## config.mk

```make
export PLATFORM = sky130hd
export DESIGN_NAME = flash_erase_seq
export DESIGN_NICKNAME = d
export VERILOG_FILES = /design/src/rtl/flash_erase_pkg.sv /design/src/rtl/flash_erase_fsm.sv /design/src/rtl/flash_erase_regs.sv /design/src/rtl/flash_erase_timer.sv /design/src/rtl/flash_erase_seq.sv
export SDC_FILE = /design/constraint.sdc
export NUM_CORES = 1
export LEC_CHECK = 0
export ABC_CLOCK_PERIOD_IN_PS = 2950
export BUFFER_PORTS_ARGS = -buffer_cell sky130_fd_sc_hd__buf_2
export CORE_UTILIZATION = 55
export CTS_CLUSTER_DIAMETER = 30
export DETAILED_ROUTE_END_ITERATION = 6
export GPL_TIMING_DRIVEN = 0
export PLACE_DENSITY = 0.76
export SYNTH_ARGS = -nofsm -noshare
export SYNTH_HDL_FRONTEND = slang
export SYNTH_SLANG_ARGS = --single-unit
export TNS_END_PERCENT = 50
```

## constraint.sdc

```tcl
create_clock -name clk -period 2.95 [get_ports clk]
set_input_delay 0 -clock clk [delete_from_list [all_inputs] [get_ports clk]]
set_output_delay 0 -clock clk [all_outputs]
set_load 0.02 [all_outputs]
```

## src/rtl/flash_erase_pkg.sv

```systemverilog
package flash_erase_pkg;
  typedef enum logic [2:0] {
    ST_NORMAL = 3'd0,
    ST_ARMED  = 3'd1,
    ST_READY  = 3'd2,
    ST_PULSE  = 3'd3,
    ST_MARGIN = 3'd4
  } fe_state_t;

  localparam int CTRL_HV_BIT    = 0;
  localparam int CTRL_SETUP_BIT = 1;
  localparam int CTRL_SEL_BIT   = 2;

  localparam logic [1:0] OFS_CTRL  = 2'd0;
  localparam logic [1:0] OFS_WIDTH = 2'd1;
  localparam logic [1:0] OFS_CFG   = 2'd2;
  localparam logic [1:0] OFS_STAT  = 2'd3;

  localparam int CFG_PROT_LSB  = 8;
  localparam int STAT_DONE_BIT = 4;
endpackage

```

## src/rtl/flash_erase_fsm.sv

```systemverilog
module flash_erase_fsm
  import flash_erase_pkg::*;
(
  input  logic      clk,
  input  logic      rst,
  input  logic      ctrl_wr,
  input  logic      wd_hv,
  input  logic      wd_setup,
  input  logic      wd_sel,
  input  logic      arr_wr,
  input  logic      stop_req,
  input  logic      sys_rst,
  output fe_state_t state,
  output logic      pulse_start
);
  fe_state_t nxt;

  always_comb begin
    nxt = state;
    case (state)
      ST_NORMAL: if (ctrl_wr && wd_sel && wd_setup) nxt = ST_ARMED;
      ST_ARMED: begin
        if (ctrl_wr && !wd_setup) nxt = ST_NORMAL;
        else if (arr_wr)          nxt = ST_READY;
      end
      ST_READY: begin
        if (ctrl_wr && !wd_setup) nxt = ST_NORMAL;
        else if (ctrl_wr && wd_hv) nxt = ST_PULSE;
      end
      ST_PULSE: begin
        if ((ctrl_wr && !wd_hv) || stop_req || sys_rst) nxt = ST_MARGIN;
      end
      ST_MARGIN: begin
        if (ctrl_wr && !wd_setup) nxt = ST_NORMAL;
        else if (ctrl_wr && wd_hv) nxt = ST_PULSE;
      end
      default: nxt = ST_NORMAL;
    endcase
  end

  assign pulse_start = (nxt == ST_PULSE) && (state != ST_PULSE);

  always_ff @(posedge clk) begin
    if (rst) state <= ST_NORMAL;
    else     state <= nxt;
  end
endmodule

```

## src/rtl/flash_erase_regs.sv

```systemverilog
module flash_erase_regs
  import flash_erase_pkg::*;
#(
  parameter int DW  = 16,
  parameter int RAW = 2,
  parameter int PSW = 3
)(
  input  logic           clk,
  input  logic           rst,
  input  fe_state_t      state,
  input  logic           reg_wr,
  input  logic [RAW-1:0] addr,
  input  logic [DW-1:0]  wdata,
  input  logic           done,
  output logic [DW-1:0]  width,
  output logic [PSW-1:0] presc,
  output logic [DW-1:0]  reg_rdata
);
  localparam int PROTW = DW - CFG_PROT_LSB;

  logic             sel_q, setup_q;
  logic [PROTW-1:0] prot_q;
  logic             in_pulse, in_normal;

  assign in_pulse  = (state == ST_PULSE);
  assign in_normal = (state == ST_NORMAL);

  always_ff @(posedge clk) begin
    if (rst) begin
      sel_q   <= 1'b0;
      setup_q <= 1'b0;
      width   <= '0;
      presc   <= '0;
      prot_q  <= '0;
    end else if (reg_wr) begin
      if (addr == RAW'(OFS_CTRL) && !in_pulse) begin
        sel_q   <= wdata[CTRL_SEL_BIT];
        setup_q <= wdata[CTRL_SETUP_BIT];
      end
      if (addr == RAW'(OFS_WIDTH) && in_normal) width <= wdata;
      if (addr == RAW'(OFS_CFG) && in_normal) begin
        presc  <= wdata[PSW-1:0];
        prot_q <= wdata[DW-1:CFG_PROT_LSB];
      end
    end
  end

  always_comb begin
    reg_rdata = '0;
    case (addr)
      RAW'(OFS_CTRL): begin
        reg_rdata[CTRL_SEL_BIT]   = sel_q;
        reg_rdata[CTRL_SETUP_BIT] = setup_q;
        reg_rdata[CTRL_HV_BIT]    = in_pulse;
      end
      RAW'(OFS_WIDTH): reg_rdata = width;
      RAW'(OFS_CFG): begin
        reg_rdata[PSW-1:0]           = presc;
        reg_rdata[DW-1:CFG_PROT_LSB] = prot_q;
      end
      default: begin
        reg_rdata[2:0]           = state;
        reg_rdata[STAT_DONE_BIT] = done;
      end
    endcase
  end
endmodule

```

## src/rtl/flash_erase_timer.sv

```systemverilog
module flash_erase_timer #(
  parameter int CW  = 16,
  parameter int PSW = 3
)(
  input  logic           clk,
  input  logic           rst,
  input  logic           start,
  input  logic           active,
  input  logic [CW-1:0]  width,
  input  logic [PSW-1:0] presc,
  output logic           done
);
  logic [CW-1:0]  cnt;
  logic [PSW-1:0] pcnt;

  always_ff @(posedge clk) begin
    if (rst) begin
      cnt  <= '0;
      pcnt <= '0;
      done <= 1'b0;
    end else if (start) begin
      cnt  <= width;
      pcnt <= '0;
      done <= 1'b0;
    end else if (active && presc != '0) begin
      if (cnt == '0) begin
        done <= 1'b1;
      end else if (pcnt == presc - PSW'(1)) begin
        pcnt <= '0;
        cnt  <= cnt - CW'(1);
      end else begin
        pcnt <= pcnt + PSW'(1);
      end
    end
  end
endmodule

```

## src/rtl/flash_erase_seq.sv

```systemverilog
module flash_erase_seq
  import flash_erase_pkg::*;
#(
  parameter int DW  = 16,
  parameter int RAW = 2,
  parameter int PSW = 3
)(
  input  logic           clk,
  input  logic           rst,
  input  logic           sys_rst,
  input  logic           stop_req,
  input  logic           bus_wr,
  input  logic           bus_rd,
  input  logic           bus_space,
  input  logic [RAW-1:0] bus_addr,
  input  logic [DW-1:0]  bus_wdata,
  input  logic [DW-1:0]  arr_rdata,
  output logic [DW-1:0]  rd_data,
  output logic           rd_err,
  output logic           hv_en,
  output logic           array_busy,
  output logic           margin_mode,
  output logic [2:0]     state_o,
  output logic           pulse_done
);
  fe_state_t      state;
  logic           pulse_start;
  logic           reg_wr, ctrl_wr, arr_wr;
  logic [DW-1:0]  width, reg_rdata;
  logic [PSW-1:0] presc;

  assign reg_wr  = bus_wr && bus_space;
  assign ctrl_wr = reg_wr && (bus_addr == RAW'(OFS_CTRL));
  assign arr_wr  = bus_wr && !bus_space;

  flash_erase_fsm fsm_i (
    .clk(clk), .rst(rst), .ctrl_wr(ctrl_wr),
    .wd_hv(bus_wdata[CTRL_HV_BIT]), .wd_setup(bus_wdata[CTRL_SETUP_BIT]),
    .wd_sel(bus_wdata[CTRL_SEL_BIT]), .arr_wr(arr_wr),
    .stop_req(stop_req), .sys_rst(sys_rst),
    .state(state), .pulse_start(pulse_start)
  );

  flash_erase_regs #(.DW(DW), .RAW(RAW), .PSW(PSW)) regs_i (
    .clk(clk), .rst(rst), .state(state), .reg_wr(reg_wr),
    .addr(bus_addr), .wdata(bus_wdata), .done(pulse_done),
    .width(width), .presc(presc), .reg_rdata(reg_rdata)
  );

  flash_erase_timer #(.CW(DW), .PSW(PSW)) timer_i (
    .clk(clk), .rst(rst), .start(pulse_start),
    .active(state == ST_PULSE), .width(width), .presc(presc),
    .done(pulse_done)
  );

  always_ff @(posedge clk) begin
    if (rst) begin
      rd_data <= '0;
      rd_err  <= 1'b0;
    end else begin
      rd_err <= 1'b0;
      if (bus_rd) begin
        if (bus_space) begin
          rd_data <= reg_rdata;
        end else if (state == ST_PULSE) begin
          rd_data <= '0;
          rd_err  <= 1'b1;
        end else begin
          rd_data <= arr_rdata;
        end
      end
    end
  end

  assign state_o     = state;
  assign hv_en       = (state == ST_PULSE);
  assign array_busy  = (state == ST_PULSE);
  assign margin_mode = (state == ST_MARGIN);
endmodule

```

Yosys cells after proc, flatten, opt, wreduce, memory -nomap -nowiden
Index checks and enable logic that the tools add are counted.
{"block": "op_classes", "eq_ne": 10, "n_addsub": 3, "n_mux": 20, "bitwise": 2, "n_reduce_logical": 35}
{"operator": "$mux W16", "count": 6}
{"operator": "$mux W3", "count": 8}
{"operator": "$logic_not A16 Y1", "count": 1}
{"operator": "$pmux W8 S2", "count": 1}
{"operator": "$sub A16 B1 Y16 const B", "count": 1}
{"operator": "$logic_and A1 B1 Y1", "count": 13}
{"operator": "$pmux W3 S4", "count": 1}
{"operator": "$reduce_and A2 Y1", "count": 5}
{"operator": "$eq A3 B2 Y1 const B", "count": 3}
{"operator": "$pmux W3 S3", "count": 1}
{"operator": "$reduce_or A2 Y1", "count": 3}
{"operator": "$logic_not A1 Y1", "count": 4}
{"operator": "$reduce_bool A2 Y1", "count": 2}
{"operator": "$add A3 B1 Y3 const B", "count": 1}
{"operator": "$eq A3 B1 Y1 const B", "count": 1}
{"operator": "$eq A3 B3 Y1", "count": 1}
{"operator": "$eq A3 B3 Y1 const B", "count": 1}
{"operator": "$logic_not A3 Y1", "count": 1}
{"operator": "$ne A3 B2 Y1 const B", "count": 1}
{"operator": "$reduce_and A3 Y1", "count": 1}
{"operator": "$reduce_bool A3 Y1", "count": 1}
{"operator": "$reduce_or A3 Y1", "count": 1}
{"operator": "$sub A3 B1 Y3 const B", "count": 1}
{"operator": "$eq A2 B1 Y1 const B", "count": 1}
{"operator": "other kinds (7)", "count": 10}
{"block": "totals", "regBits": 69, "input_bits": 41, "elab_cells": 81, "out_inout_bits": 24}

Depth between registers and ports, before layout
{"block": "depth", "word_depth": 11, "depth_mapped": 9, "mapped_depth_nobuf": 8}

By module
Synthesis repeated with hierarchy kept, for this count alone.
{"block": "unflattened", "cells_unflattened": 479, "hier_area_um2": 4110.2}
{"module": "flash_erase_regs", "seq_area_each_um2": 580.6, "area_each_um2": 1529.0, "cells_per_inst": 159, "n_inst": 1}
{"module": "flash_erase_timer", "seq_area_each_um2": 400.4, "area_each_um2": 1405.1, "cells_per_inst": 172, "n_inst": 1}
{"module": "flash_erase_seq", "seq_area_each_um2": 340.3, "area_each_um2": 922.1, "cells_per_inst": 117, "n_inst": 1}
{"module": "flash_erase_fsm", "seq_area_each_um2": 60.1, "area_each_um2": 254.0, "cells_per_inst": 31, "n_inst": 1}

Least setup slack after synthesis
No wires, ideal clock.
{"block": "synth_path", "kind": "register to register", "from": "register regs_i.presc[0]", "to": "register timer_i.cnt[10]", "period_less_slack_ps": 2229, "required_ps": 2876, "slack_ps": 721, "setup_ps": 74, "path_buffers": 0, "arrival_time_ps": 2154, "stages_incl_launch_ff": 9, "cell_sequence": "dfxtp_1 inv_1 ha_1 ha_1 xnor2_1 nor3_1 nand2_1 or4_1 a31oi_1"}
{"block": "synth_via", "elab_chain_len": 4, "elab_cells_between_ends": 7, "classes_between": "1 x add/sub; 1 x eq/ne; 5 x reduce/logical"}
{"element": "start, declared", "line_no": "flash_erase_regs.sv:16", "source": "output logic [PSW-1:0] presc,"}
{"element": "start signal, assigned", "line_no": "flash_erase_regs.sv:42", "source": "presc <= wdata[PSW-1:0];"}
{"element": "$sub A3 B1 Y3 / $reduce_bool A3 Y1 (equally long branches)", "line_no": "flash_erase_timer.sv:28, flash_erase_timer.sv:25"}
{"element": "$eq A3 B3 Y1 / $logic_and A1 B1 Y1 (equally long branches)", "line_no": "flash_erase_timer.sv:28, flash_erase_timer.sv:25"}
{"element": "$reduce_bool A2 Y1 (no line)"}
{"element": "$reduce_and A3 Y1 (no line) (*)"}
{"element": "end signal, assigned", "line_no": "flash_erase_timer.sv:22", "source": "cnt <= width;"}
{"element": "end signal, assigned", "line_no": "flash_erase_timer.sv:30", "source": "cnt <= cnt - CW'(1);"}
{"element": "end, declared", "line_no": "flash_erase_timer.sv:13", "source": "logic [CW-1:0] cnt;"}
Every way passes the cells marked *; elsewhere a longest branch is shown, timed or not.
A chain may end at the register's enable or synchronous reset.

Worst setup path in the final report
Same ends and word-level chain as after synthesis.

==> impl_summary.md <==
Status
The run finished with clean final reports.

Yosys
The flip-flop and latch count after synthesis is 69. Averaged over all synthesized cells, the footprint is 8.06 µm². The number of warnings reported in the yosys synthesis log is 0. In this run, distinct cell masters in the synthesized netlist total 52. The synthesized design contains 0 enable-type register cells. The number of instances in the synthesized netlist is 428.

Counting flops with an async set or reset pin after synthesis yields a share of 0%. The number of nets in the synthesized netlist is 477. The most frequently used flop master after synthesis is dfxtp_1. The sequential element share of the synthesized area is 40.0%. The post-synthesis cell area is 0.00345 mm².

Critical path
Among cell families on the critical path, the largest total delay comes from simple AND/OR/NAND/NOR gates. The data required time at the worst endpoint is 3.22 ns. Of all nets on the critical path, the largest fanout is 5.

The library cell contributing the largest single delay on the critical path is or4_1. The buffer and inverter count on the worst path is 1. The largest single stage delay on the critical path is 0.56 ns. The type of the worst setup path is reg2reg. The signal on the critical path passes through inv_1, ha_1, ha_1, xnor2_1, nor3_1, nand2_1, or4_1, a31oi_1. STA classifies the critical path endpoint as a register. For the worst flop-to-flop path, the logic depth is 8. The startpoint type of the worst setup path is a register. In this run the number of cells on the critical path is 8.

The worst endpoint data arrival time is 2.98 ns. By instance count, the cell type seen most on the critical path is ha_1.

STA
Across the routed clock network, the largest skew measured is 0.00768 ns. Setup repair after global routing left no endpoint under its margin. Setup violations remaining at the end of the flow were counted as 0. The post-route fraction of the period consumed by the critical path is 91.8%. The relative max-transition margin is 52.3%. Based on the critical path, the design can be clocked at up to 369 MHz. The max-slew violation count is 0. The slew at the pin closest to its max-slew limit is 0.710 ns.

The number of endpoints with negative hold slack in the final report is 0. After routing, the total negative slack on setup checks comes to 0 ns. The worst path in the final design needs a cycle of 2.71 ns, including I/O delays and setup.

GRT
The first-pass GRT wire length is 16,500 µm. Global routing finished with a remaining overflow of 0. Entering global routing, the biggest net connects 11 pins. The total global routing track utilization is 33.3%. The number of antenna violations at the first check in global routing is 0. The via count of the first global-routing pass is 3,449.

Place
In this run the cell area measured after placement is 0.00385 mm². The final weighted congestion in routability-driven placement is 0.956. Port buffering added 61 buffers. The detailed-placement wirelength estimate is 7500 µm. Once placement completed, the tool counted placed cells totaling 564.

Detailed routing
The count of nets left with antenna violations once routing finished came out at 0. The mean number of vias per cell is 6.16. The pre-antenna-repair detailed-routing pass consisted of 5 iterations. The number of remaining DRC errors is 0. The first routing iteration left 303 violations. For this block, the routed nets add up to 10,300 µm of wire. Dividing the detail-routed wire length by the instance count gives 17.2 µm. The vias after detailed routing is 3,683.

Hold path
The number of cells on the worst hold path is 3. The path class of the lowest-slack min-delay path is in2reg.

CTS
Counting every sink on the clock net gives 69. Counting along the longest clock path gives a buffer depth of 2. TritonCTS built the clock tree.

The number of setup buffers added after CTS is 0. Clock-pin slew was measured on the worst setup and hold paths at 0.07 ns. CTS built an H-tree with a depth of 3. The root buffer cell chosen for the clock tree is clkbuf_8. For the worst-skew pair, the clock arrives at the later sink with an insertion delay of 0.34 ns. The number of clock buffers added by TritonCTS is 9.

Floorplan
During I/O placement, the number of pins put on the boundary was 65. In this run the horizontal extent of the chip is 81.2 µm. The initial utilization of the core area, before any placement, comes to 57.6%. The floorplan row count is 28. The core footprint is 0.00599 mm².

The floorplan die area is 0.00660 mm². The die is 81.2 µm tall.

Finish
In the final layout, the share of cells above drive strength 1 is 17.4%. The antenna diode instance count is 0. The post-route cell area is 0.00422 mm².

Compared with the post-synthesis result, the final layout area differs by 22.4%. After the flow finishes, the layout carries non-filler instances totaling 598. The final layout contains 568 nets.

Pwr
The highest ir drop seen on vdd is 0.305 mV. The leakage power of the design is 1.57 nW. The power density normalized to cell area is 447 mW/mm².

Flow run
The max-capacitance violation count is 0.
==> through the flow <==
step / util [%] / hold slack (ns) / worst slack, ns / total power, mW
6_report: 70.5 / 0.0258 / 0.242 / 1.89
5_1_grt: 70.5 / 0.0285 / 0.0646 / 1.94
4_1_cts: 70.4 / 0.00660 / 0.202 / 1.89
3_5_place_dp: 64.3 / 0.264 / 0.230 / 1.18
3_3_place_gp: 64.3 / 0.264 / 0.275 / 1.17
2_1_floorplan: - / 0.136 / 0.721 / 1.10
==> cells in the mapped netlist (4+ instances only) <==
library cell	number	area, µm²
nand3b_1	4	30.0
buf_2	6	30.0
dfxtp_1	69	1380
nor3_1	10	50.1
ha_1	8	100
a32oi_1	6	52.6
mux2i_1	6	60.1
inv_1	12	45.0
nor2_1	43	161
a31oi_1	8	50.1
o21ai_0	9	45.0
a211oi_1	17	128
nand3_1	30	150
o22ai_1	4	25.0
clkbuf_1	27	101
nor4_2	4	50.1
nand4_1	5	31.3
xnor2_1	4	35.0
a21oi_1	46	230
a22oi_1	16	120
nand2_1	46	173
==> layout by cell type, fill, tap and decap left out, types with 5 or more instances in the layout <==
master / n
dfxtp_1: 69
nor2_1: 43
nor4_2: 5
nand4_1: 5
clkbuf_8: 12
a31oi_1: 8
nand3_1: 30
mux2i_1: 6
a21oi_1: 46
ha_1: 8
buf_2: 67
a211oi_1: 17
nand2_1: 46
inv_1: 12
nor3_1: 10
o21ai_0: 9
dlygate4sd3_1: 19
clkbuf_1: 29
a22oi_1: 16
a32oi_1: 6
==> repair_timing <==
item | 4_1_cts | 5_1_grt
endpoints found under the setup margin | 0 | 1
hold buffers | 19 | 0
resized for setup | 0 | 1
hold endpoints to repair | 30 | 0
==> where the power goes <==
part / switching, mW / leakage, nW / internal, mW
combinational: 0.125 / 0.915 / 0.0814
clock: 0.341 / 0.0926 / 0.369
sequential: 0.0169 / 0.560 / 0.954
==> sequential cells by signal, summed over array words and instances (netlist names) <==
register        count
regs_i.sel_q        1
timer_i.cnt        16
regs_i.setup_q      1
regs_i.presc        3
regs_i.width       16
rd_err              1
timer_i.done        1
fsm_i.state         3
timer_i.pcnt        3
rd_data            16
regs_i.prot_q       8
==> layout make-up <==
cell class	instances	area [µm²]
tap	75	93.8
sequential	69	1380
fill	505	1770
inverter	12	45.0
clock buffer	14	173
clock inverter	1	5.00
multi-input combinational	313	1890
buffer	34	139
timing repair buffer	80	495
==> tightest hold or removal path, cell delays in order <==
cell and delay [ns]:
buf_2 0.11, a21oi_1 0.12, a211oi_1 0.08
==> final timing paths <==
check / end / slack, ns / startpoint
worst min-delay path: rd_data[15]$_SDFFE_PP0P_ / 0.03 / arr_rdata[15]
worst min register to register: regs_i.prot_q[0]$_SDFFE_PP0P_ / 0.47 / regs_i.prot_q[0]$_SDFFE_PP0P_
worst max-delay path: timer_i.cnt[10]$_SDFFE_PP0P_ / 0.24 / regs_i.presc[0]$_SDFFE_PP0P_
worst max register to register: timer_i.cnt[10]$_SDFFE_PP0P_ / 0.24 / regs_i.presc[0]$_SDFFE_PP0P_
==> layer usage <==
layer  share of wire, %  global-route usage [%]  up-vias  wire length [µm]
li1                   -                       -     1760                 -
met1                 44                    42.5     1730              4540
met2                 46                    53.5      163              4780
met3                6.8                    6.85       30               706
met4                2.8                    15.4        0               290
met5                  0                       0        -                 0
==> kinds of logic after synthesis <==
family | share of synthesized area, %
AND/OR/NAND/NOR | 25.5
AO/OA/AOI/OAI | 23.1
flip-flops | 40.0
buffers and inverters | 5.33
adder cells (fa/ha/maj) | 2.90
multiplexers | 2.07
XOR/XNOR | 1.02
No activity file was read; power rests on OpenSTA's default activity.
